--- config.mk ---
export PLATFORM = sky130hd
export DESIGN_NAME = prio_nest_intc
export DESIGN_NICKNAME = d
export VERILOG_FILES = /design/src/rtl/prio_nest_intc.sv
export SDC_FILE = /design/constraint.sdc
export NUM_CORES = 1
export LEC_CHECK = 0
export BUFFER_PORTS_ARGS = -buffer_cell sky130_fd_sc_hd__buf_2
export CAP_MARGIN = 40
export CORE_MARGIN = 10
export CORE_UTILIZATION = 35
export DETAILED_ROUTE_END_ITERATION = 8
export PLACE_DENSITY = 0.66
export SYNTH_ARGS = -nofsm -noshare
export SYNTH_HDL_FRONTEND = slang
export SYNTH_SLANG_ARGS = --single-unit
export TNS_END_PERCENT = 5
--- constraint.sdc ---
create_clock -name clk -period 2.5 [get_ports clk]
set_clock_uncertainty 0.2 [all_clocks]
set_input_delay 0.125 -clock clk [delete_from_list [all_inputs] [get_ports clk]]
set_output_delay 0.125 -clock clk [all_outputs]
set_load 0.1 [all_outputs]
--- src/rtl/prio_nest_intc.sv ---
module prio_nest_intc #(
  parameter int NLEV  = 8,
  parameter int BASEW = 8,
  localparam int LW   = $clog2(NLEV),
  localparam int VW   = BASEW + LW + 2
) (
  input  logic             clk,
  input  logic             rst_n,
  input  logic [NLEV-1:0]  req_i,
  input  logic             mask_we,
  input  logic [NLEV-1:0]  mask_wdata,
  input  logic             base_we,
  input  logic [BASEW-1:0] base_wdata,
  input  logic             ack_i,
  input  logic             eos_i,
  output logic             irq_o,
  output logic [LW-1:0]    level_o,
  output logic [VW-1:0]    vector_o
);

  function automatic logic [LW-1:0] first_set(input logic [NLEV-1:0] v);
    logic [LW-1:0] r;
    r = '0;
    for (int i = NLEV - 1; i >= 0; i--)
      if (v[i]) r = LW'(i);
    return r;
  endfunction

  logic [NLEV-1:0]  req_q, pend_q, mask_q, isr_q;
  logic [BASEW-1:0] base_q;

  logic [NLEV-1:0] rise, elig, take_set, eos_clr;
  logic [LW-1:0]   pend_lvl, isr_lvl;
  logic            take;

  assign rise     = req_i & ~req_q;
  assign elig     = pend_q & ~mask_q;
  assign pend_lvl = first_set(elig);
  assign isr_lvl  = first_set(isr_q);

  assign irq_o    = (|elig) && (~|isr_q || pend_lvl < isr_lvl);
  assign level_o  = pend_lvl;
  assign vector_o = {base_q, pend_lvl, 2'b00};

  assign take     = ack_i && irq_o;
  assign take_set = take ? (NLEV'(1) << pend_lvl) : '0;
  assign eos_clr  = (eos_i && |isr_q) ? (NLEV'(1) << isr_lvl) : '0;

  always_ff @(posedge clk or negedge rst_n) begin
    if (!rst_n) begin
      req_q  <= '0;
      pend_q <= '0;
      mask_q <= '0;
      isr_q  <= '0;
      base_q <= '0;
    end else begin
      req_q  <= req_i;
      pend_q <= (pend_q & ~take_set) | rise;
      isr_q  <= (isr_q & ~eos_clr) | take_set;
      if (mask_we) mask_q <= mask_wdata;
      if (base_we) base_q <= base_wdata;
    end
  end

endmodule

==> results.tsv, run 1 <==
metric	value	unit
status	finished, violations left	
violations	setup timing	
tritoncts_num_sinks	40	
maxSlewViolCount	0	
initial_core_util	36.2	%
antenna_found_initial	0	
grt_overflow	0	
finalHoldViolations	0	
synthesis.area_per_instance	11.8	sq um
drtPass1Iterations	4	
gpl.final_weighted_congestion	0.858	
timing.final.crit_share	108	%
worstSkewPairLatency	0.29	ns
dieWidth	95.7	microns
post_synth_instance_area	2000	sq um
final.fill_count	499	
drt_iter0_drc	64	
unrepaired_setup_endpoints_after_global_routing	yes	
netlist_instances	170	
floorplan.core_area	5540	sq um
ys_ff_latch	40	
post_layout_nonfiller_instances	347	
critical_path_arrival	2.37	ns
post-route-min-period	2.70	ns
layout.cells.most_common_list	40 x sky130_fd_sc_hd__dfrtp_1, 40 x sky130_fd_sc_hd__buf_2, 32 x sky130_fd_sc_hd__buf_4	
seqCellArea	1000	sq um
route.final.wire_length	5060	microns
detail_route.drc_violations	0	
share_of_flip_flops_with_an_asynchronous_set_or_reset_after_synthesis	100	%
ys_dominant_reg_cell	sky130_fd_sc_hd__dfrtp_1	
number_of_levels_in_the_clock_h_tree	2	
fmaxAchievable	0.371	GHz
critical_path_required	2.17	ns
totalPowerFinal	3.54	mW
cts_root_buffer	sky130_fd_sc_hd__clkbuf_8	
post_synth_num_cell_types	46	
fraction_of_final_layout_cells_with_drive_strength_greater_than_1	48.7	%
cts_made_buffers	5	
wl_per_cell	14.6	microns
cts_tree	yes	
finalSetupTns	-0.782	ns
fin_nets	306	
timing.critical_path.from_type	flip-flop	
synth_enable_flop_cells	0	
first_pass_grt_wire_length	8680	microns
area_growth_syn_to_layout	53.1	%
maximum_resistive_drop_on_vdd	1330	uV
floorplan.die.height	95.7	microns
boundaryPins	47	
die_outline_area	9150	sq um
hp-class	in2reg	
final_setup_violating_endpoints	12	
routed-via-count	1630	
path_clk_slew	0.08	ns
antenna_cells_inserted	0	
finalCoreUtilization	55.4	%
pwr_density_cell	1150	nW/um^2
setup.worst_path.class	reg2out	
port_buffers	44	
path_max_fanout	3	
worst_setup_path_end_kind	output port	
detail_route.vias_per_cell	4.70	
dp.cells	304	
via_count_of_the_first_global_routing_pass	1836	
cap_violations	0	
place.detailed.hpwl	3850	microns
ant_nets	0	
yosysWarnings	0	
synth-seq-area-share	50.0	%
multiInputGateArea	1030	sq um
clockBufferDepth	2	
globalRouteTotalUtil	12.0	%
pin_count_of_the_biggest_net_entering_global_routing	37	
leakage	1.44	nW
finalWorstSetupSlack	-0.197	ns
std_cell_rows	27	
power breakdown:
part	internal [mW]	switching [mW]
Clock	0.220	0.220
Sequential	0.755	0.111
Combinational	0.979	1.26
state kept, by name, summed over array words and instances (netlist names):
| signal | flops |
|---|---|
| req_q | 8 |
| isr_q | 8 |
| pend_q | 8 |
| mask_q | 8 |
| base_q | 8 |
metal layers:
metal | GRT usage [%] | vias up | wire length (microns)
met3 | 2.99 | 5 | 229
met2 | 20.7 | 37 | 2610
met5 | 0 | - | 0
met4 | 4.55 | 0 | 78
li1 | - | 815 | -
met1 | 14.0 | 773 | 2150
what timing repair did:
action,in CTS,in global routing
endpoints found under the setup margin,18,20
endpoints found under the hold margin,73,0
pin swaps,6,3
hold buffers,27,0
gates resized for setup,11,8
buffers inserted,7,1
layout make-up:
class,instances,area share [%]
Multi-Input combinational cell,108,33.5
Sequential cell,40,32.6
Timing Repair Buffer,104,25.9
Tap cell,72,2.94
Clock buffer,6,2.69
Inverter,15,2.08
Clock inverter,2,0.326
logic make-up (layout without fill, tap and decap cells):
logic type      Yosys count  after routing  share of synthesized area [%]
compound gates           44             44                           18.0
simple gates             44             44                           16.3
flops                    40             40                           50.0
buf+inv                  23            127                           5.31
mux                      16             16                           8.99
fa+ha+maj                 2              2                           1.25
other cells               1              2                          0.187
Yosys cell counts, types with 2 or more instances:
master	count	area (sq um)
sky130_fd_sc_hd__o21bai_1	2	15.0
sky130_fd_sc_hd__inv_1	14	52.6
sky130_fd_sc_hd__nand4b_1	2	17.5
sky130_fd_sc_hd__o31ai_1	3	22.5
sky130_fd_sc_hd__a22o_1	4	35.0
sky130_fd_sc_hd__and2_1	2	12.5
sky130_fd_sc_hd__buf_4	5	37.5
sky130_fd_sc_hd__o211ai_1	2	15.0
sky130_fd_sc_hd__a21oi_1	6	30.0
sky130_fd_sc_hd__nand2b_1	5	31.3
sky130_fd_sc_hd__nand4_1	3	18.8
sky130_fd_sc_hd__mux2_2	16	180
sky130_fd_sc_hd__o21ai_0	10	50.1
sky130_fd_sc_hd__ha_1	2	25.0
sky130_fd_sc_hd__clkbuf_1	2	7.51
sky130_fd_sc_hd__a32o_1	2	20.0
sky130_fd_sc_hd__nand3b_1	2	15.0
sky130_fd_sc_hd__dfrtp_1	40	1000
sky130_fd_sc_hd__o21a_1	2	15.0
sky130_fd_sc_hd__nor2_1	3	11.3
sky130_fd_sc_hd__nor3_1	2	10.0
sky130_fd_sc_hd__nand2_1	7	26.3
sky130_fd_sc_hd__nor2b_4	3	41.3
sky130_fd_sc_hd__o21ai_1	3	15.0
sky130_fd_sc_hd__o221ai_1	2	17.5
sky130_fd_sc_hd__nor2b_1	6	37.5
worst paths after layout:
kind / startpoint / cells past startpoint / slack [ns] / to
setup / recovery: mask_q[4] / 10 / -0.20 / irq_o
hold / removal: mask_we / 2 / 0.03 / mask_q[0]
setup reg to reg: pend_q[5] / 11 / -0.10 / pend_q[2]
hold reg to reg: req_q[0] / 1 / 0.29 / pend_q[0]
max in group asynchronous: rst_n / 3 / 1.35 / base_q[7]
min in group asynchronous: rst_n / 3 / 0.13 / pend_q[5]
through the flow:
step	hold WS, ns	area, sq um	setup WS [ns]
3_3_place_gp	0.0448	2540	-0.133
4_1_cts	0.0400	3050	-0.194
5_1_grt	0.0568	3070	-0.344
3_5_place_dp	-0.242	2560	-0.235
2_1_floorplan	-0.371	2070	-0.749
6_report	0.0287	3070	-0.197
worst max-delay path, cell delays in order (launching register included):
cell and delay (ns):
sky130_fd_sc_hd__dfrtp_1 0.41, sky130_fd_sc_hd__nor2b_4 0.17, sky130_fd_sc_hd__a211oi_2 0.09, sky130_fd_sc_hd__o311ai_4 0.30, sky130_fd_sc_hd__clkinvlp_4 0.19, sky130_fd_sc_hd__ha_4 0.29
sky130_fd_sc_hd__o21ai_4 0.05, sky130_fd_sc_hd__a32oi_4 0.17, sky130_fd_sc_hd__o21ai_1 0.10, sky130_fd_sc_hd__nor2b_4 0.15, sky130_fd_sc_hd__buf_12 0.17
No activity file was read; power rests on OpenSTA's default activity.
==> run 2: changes to the inputs <==
REMOVE_ABC_BUFFERS = 1   (was unset)
==> run 2 against run 1 <==
Compared with the run above: the run still ends with setup timing left; count of clock-buffer cells in the layout up 1; setup slack got worse by 0.022 ns; cell count grew 2.9%; fmax down 0.81%; worst hold slack better by 0.0094 ns; sequential share of layout area down 0.96 points; non-clock buffer count is 10 higher; global-route usage is 0.30 points higher; clock power is 29% higher.
==> results.tsv, run 2 (synthesis gave the netlist of run 1 again) <==
metric	value	unit
status	finished, violations left	
violations	setup timing	
worstPathCellList	nor2b_4 > buf_6 > nor4b_4 > nand2b_4 > inv_4 > ha_4 > o21ai_4 > a32oi_4 > o21ai_2 > nor2b_4 > buf_12	
pin_count_of_the_biggest_net_entering_global_routing	38	
fin_nets	316	
wl_per_cell	14.9	microns
grt_overflow	0	
fraction_of_final_layout_cells_with_drive_strength_greater_than_1	50.5	%
gpl.final_weighted_congestion	0.825	
worst_path_largest_cell_delay	0.38	ns
worst_path_max_delay_cell	sky130_fd_sc_hd__dfrtp_1	
layout.cells.most_common_list	43 x sky130_fd_sc_hd__buf_2, 40 x sky130_fd_sc_hd__dfrtp_1, 37 x sky130_fd_sc_hd__buf_4	
critical_path_arrival	2.39	ns
detail_route.drc_violations	0	
final.fill_count	460	
cts_tree	yes	
drtPass1Iterations	4	
cap_violations	0	
port_buffers	44	
clockBufferDepth	2	
die_outline_area	9150	sq um
leakage	1.50	nW
pwr_density_cell	1210	nW/um^2
routed-via-count	1694	
detail_route.vias_per_cell	4.75	
ant_nets	0	
std_cell_rows	27	
number_of_levels_in_the_clock_h_tree	2	
critical-path-top-cell-by-count	sky130_fd_sc_hd__nor2b_4	
finalCoreUtilization	57.0	%
critical_path_required	2.17	ns
antenna_cells_inserted	0	
path_max_fanout	2	
drt_iter0_drc	102	
place.detailed.hpwl	3730	microns
floorplan.die.height	95.7	microns
worstSkewPairLatency	0.29	ns
post-route-min-period	2.72	ns
fmaxAchievable	0.368	GHz
hold_slack	0.0381	ns
finalHoldViolations	0	
timing.final.crit_share	109	%
unrepaired_setup_endpoints_after_global_routing	yes	
first_pass_grt_wire_length	8990	microns
tritoncts_num_sinks	40	
placement_stage_worst_setup_slack	-0.340	ns
initial_core_util	36.2	%
ff2ff_path_depth	13	
setup.worst_path.class	reg2out	
stdcell_area	3160	sq um
area_growth_syn_to_layout	57.7	%
placed_cell_area	2550	sq um
hp-class	in2reg	
maxSlewViolCount	0	
layout_commonest_cell	sky130_fd_sc_hd__buf_2	
final_setup_violating_endpoints	16	
totalPowerFinal	3.81	mW
globalRouteTotalUtil	12.3	%
cts_made_buffers	5	
timing.critical_path.from_type	flip-flop	
via_count_of_the_first_global_routing_pass	1877	
boundaryPins	47	
path_clk_slew	0.07	ns
dieWidth	95.7	microns
antenna_found_initial	0	
hold-path-cell-count	3	
floorplan.core_area	5540	sq um
worst_setup_path_end_kind	output port	
route.final.wire_length	5320	microns
finalWorstSetupSlack	-0.219	ns
cts_root_buffer	sky130_fd_sc_hd__clkbuf_8	
maximum_resistive_drop_on_vdd	1310	uV
[run 2: final timing paths]
check	from	end	slack, ns
max	pend_q[5]	irq_o	-0.22
min	ack_i	isr_q[6]	0.04
max reg2reg	pend_q[5]	isr_q[2]	-0.16
min reg2reg	req_q[0]	pend_q[0]	0.27
max in group asynchronous	rst_n	base_q[6]	1.39
min in group asynchronous	rst_n	base_q[0]	0.16
[run 2: repair_timing]
item                                   in CTS  in global routing
setup endpoints to repair                  16                 18
pin swaps                                  12                  8
endpoints found under the hold margin      73                  0
hold buffers                               27                  0
buffers inserted                            6                  3
gates resized for setup                    27                  3
[run 2: critical path: cells and delay by family (launching register included)]
| kind | cells | cell delay [ns] |
|---|---|---|
| simple gates | 4 | 0.76 |
| flops | 1 | 0.38 |
| compound gates | 3 | 0.36 |
| buf+inv | 3 | 0.33 |
| fa+ha+maj | 1 | 0.28 |
[run 2: metrics by stage]
stage | std cells | setup TNS [ns]
after floorplan | 163 | -22.79
after global placement | 312 | -1.31
after detailed placement | 313 | -2.83
after CTS | 354 | -0.336
after global routing | 357 | -3.45
final | 357 | -1.40
[run 2: area by class of cell]
class | count | area [sq um] | area share (%)
well taps | 72 | 90.1 | 2.85
clock inverters | 1 | 30.0 | 0.950
inverters | 15 | 58.8 | 1.86
clock buffers | 7 | 96.3 | 3.05
flip-flops and latches | 40 | 1000 | 31.7
multi-input cells | 108 | 1010 | 32.1
repair buffers | 114 | 868 | 27.5
[run 2: power by group]
part | internal (mW) | total (mW) | leakage [nW] | switching (mW)
combinational | 1.08 | 2.41 | 0.976 | 1.33
clock | 0.352 | 0.569 | 0.0645 | 0.216
sequential | 0.755 | 0.825 | 0.460 | 0.0700
total | 2.19 | 3.81 | 1.50 | 1.62
[run 2: metal layers]
metal	global-route usage, %	vias up	wire length (microns)
li1	-	828	-
met1	14.3	826	2230
met2	22.2	34	2830
met3	2.20	6	178
met4	4.05	0	78
met5	0	-	0
==> run 3: changes to the inputs <==
==> constraint.sdc (replaced) <==
create_clock -name clk -period 2.5 [get_ports clk]
set_clock_uncertainty 0.2 [all_clocks]
set_input_delay 0.375 -clock clk [delete_from_list [all_inputs] [get_ports clk]]
set_output_delay 0.375 -clock clk [all_outputs]
set_load 0.1 [all_outputs]
==> run 3 against run 2 <==
Compared with the run above: the run still ends with setup timing left; critical path depth shrank 1; worst hold slack worse by 0.024 ns; cell count decreased by 1.1%; clock power is essentially flat; sequential cell count unchanged; core utilization increased by 0.27 points; power up 6.5%; register-to-register slack got worse by 0.10 ns; fmax shrank 8.2%.
==> results.tsv, run 3 (synthesis gave the netlist of run 1 again) <==
metric	value	unit
final.fill_count	451	
clockBufferDepth	2	
area_growth_syn_to_layout	58.5	%
gpl.final_weighted_congestion	0.810	
fraction_of_final_layout_cells_with_drive_strength_greater_than_1	57.3	%
timing.critical_path.from_type	flip-flop	
ff2ff_path_depth	13	
layout_commonest_cell	sky130_fd_sc_hd__buf_4	
post-route-min-period	2.96	ns
antenna_found_initial	0	
drt_iter0_drc	58	
critical_path_required	1.92	ns
tritoncts_num_sinks	40	
first_pass_grt_wire_length	8630	microns
post_layout_nonfiller_instances	353	
ant_nets	0	
cp_num_buf_inv	2	
wl_per_cell	14.8	microns
path_max_fanout	2	
worst_setup_path_end_kind	output port	
routed-via-count	1672	
detail_route.vias_per_cell	4.74	
worst_reg2reg_endpoint	isr_q[0]	
final_setup_violating_endpoints	17	
die_outline_area	9150	sq um
boundaryPins	47	
finalCoreUtilization	57.3	%
place.detailed.hpwl	3760	microns
violations	setup timing	
cap_violations	0	
totalPowerFinal	4.06	mW
std_cell_rows	27	
setup.worst_path.start	pend_q[1]	
critical_path_arrival	2.39	ns
grt_overflow	0	
hold-path-cell-count	1	
globalRouteTotalUtil	11.8	%
worstSetupPathDepth	10	
startpoint_of_the_worst_slack_reg_to_reg_timing_path	pend_q[1]	
pwr_density_cell	1280	nW/um^2
worst_hold_startpoint	req_i[3]	
pin_count_of_the_biggest_net_entering_global_routing	39	
leakage	1.53	nW
layout.cells.most_common_list	50 x sky130_fd_sc_hd__buf_4, 40 x sky130_fd_sc_hd__dfrtp_1, 37 x sky130_fd_sc_hd__buf_2	
cts_root_buffer	sky130_fd_sc_hd__clkbuf_8	
path_clk_slew	0.08	ns
cts_tree	yes	
status	finished, violations left	
setup.worst_path.class	reg2out	
worst_path_max_delay_cell	sky130_fd_sc_hd__dfrtp_1	
detail_route.drc_violations	0	
worst_path_largest_cell_delay	0.40	ns
floorplan.core_area	5540	sq um
maxSlewViolCount	0	
floorplan.die.height	95.7	microns
unrepaired_setup_endpoints_after_global_routing	yes	
r2r_slack	-0.26	ns
drtPass1Iterations	4	
dieWidth	95.7	microns
via_count_of_the_first_global_routing_pass	1823	
finalHoldViolations	0	
timing.final.crit_share	118	%
initial_core_util	36.2	%
cp_top_family	simple AND/OR/NAND/NOR gates	
maximum_resistive_drop_on_vdd	1340	uV
antenna_cells_inserted	0	
worstSkewPairLatency	0.29	ns
cts_made_buffers	5	
port_buffers	44	
critical-path-top-cell-by-count	sky130_fd_sc_hd__o21ai_2	
number_of_levels_in_the_clock_h_tree	2	
route.final.wire_length	5230	microns
fmaxAchievable	0.338	GHz
worstPathCellList	and2b_2 > nor4_4 > nand2b_1 > inv_2 > ha_4 > a21oi_2 > o21ai_2 > o21ai_2 > nor2b_4 > buf_12	
fin_nets	312	
hp-class	in2reg	
hold_end	req_q[3]	
finalWorstSetupSlack	-0.462	ns
dp.cells	324	
run 3: changes by cell type in the layout (fill, tap and decap cells not counted), sizes merged:
cell / previous run / this run
buf: 87 / 102
dlygate4sd3: 27 / 8
run 3: final cells by class:
type / instances / area (sq um) / area share (%)
clock buffers: 7 / 96.3 / 3.04
clock inverters: 1 / 30.0 / 0.946
inverters: 15 / 56.3 / 1.77
multi-input cells: 108 / 1020 / 32.0
flip-flops and latches: 40 / 1000 / 31.5
well taps: 72 / 90.1 / 2.84
repair buffers: 110 / 883 / 27.8
run 3: per-layer routing:
layer / GRT usage [%] / up-vias / part of all wire, %
met5: 0 / - / 0
met1: 13.1 / 817 / 41
met4: 4.30 / 0 / 1.0
met2: 21.6 / 23 / 54
li1: - / 827 / -
met3: 2.51 / 5 / 3.2
run 3: worst register-to-register path, delay by kind of cell (launching register included):
kind,cells,cell delay (ns)
and+or+nand+nor,3,0.66
buffers and inverters,5,0.63
AOI/OAI and AO/OA,4,0.60
DFF,1,0.40
adders and majority gates,1,0.21
run 3: what timing repair did:
item	4_1_cts	5_1_grt
endpoints found under the setup margin	19	21
pin swaps	11	10
endpoints found under the hold margin	47	0
hold buffers	8	0
buffers inserted	13	1
gates resized for setup	18	16
run 3: worst max path at each step:
stage	endpoint	slack [ns]
finish	irq_o	-0.46
global route	irq_o	-0.61
CTS	irq_o	-0.43
detailed placement	irq_o	-0.34
global placement	irq_o	-0.28
floorplan	irq_o	-2.53
run 3: where the power goes:
| part | switching (mW) | total [mW] | internal [mW] |
|---|---|---|---|
| registers | 0.0799 | 0.834 | 0.754 |
| clock network | 0.218 | 0.570 | 0.352 |
| logic | 1.39 | 2.65 | 1.26 |
| total | 1.69 | 4.06 | 2.37 |
run 3: through the flow:
step | area, sq um | TNS (ns) | worst slack [ns] | hold slack (ns)
floorplan | 1960 | -24.26 | -2.53 | -0.121
CTS | 3110 | -2.73 | -0.430 | 0.00450
finish | 3170 | -3.33 | -0.462 | 0.0145
global route | 3170 | -5.72 | -0.610 | 0.0148
global placement | 2700 | -1.32 | -0.282 | 0.272
detailed placement | 2720 | -1.86 | -0.340 | -0.0139
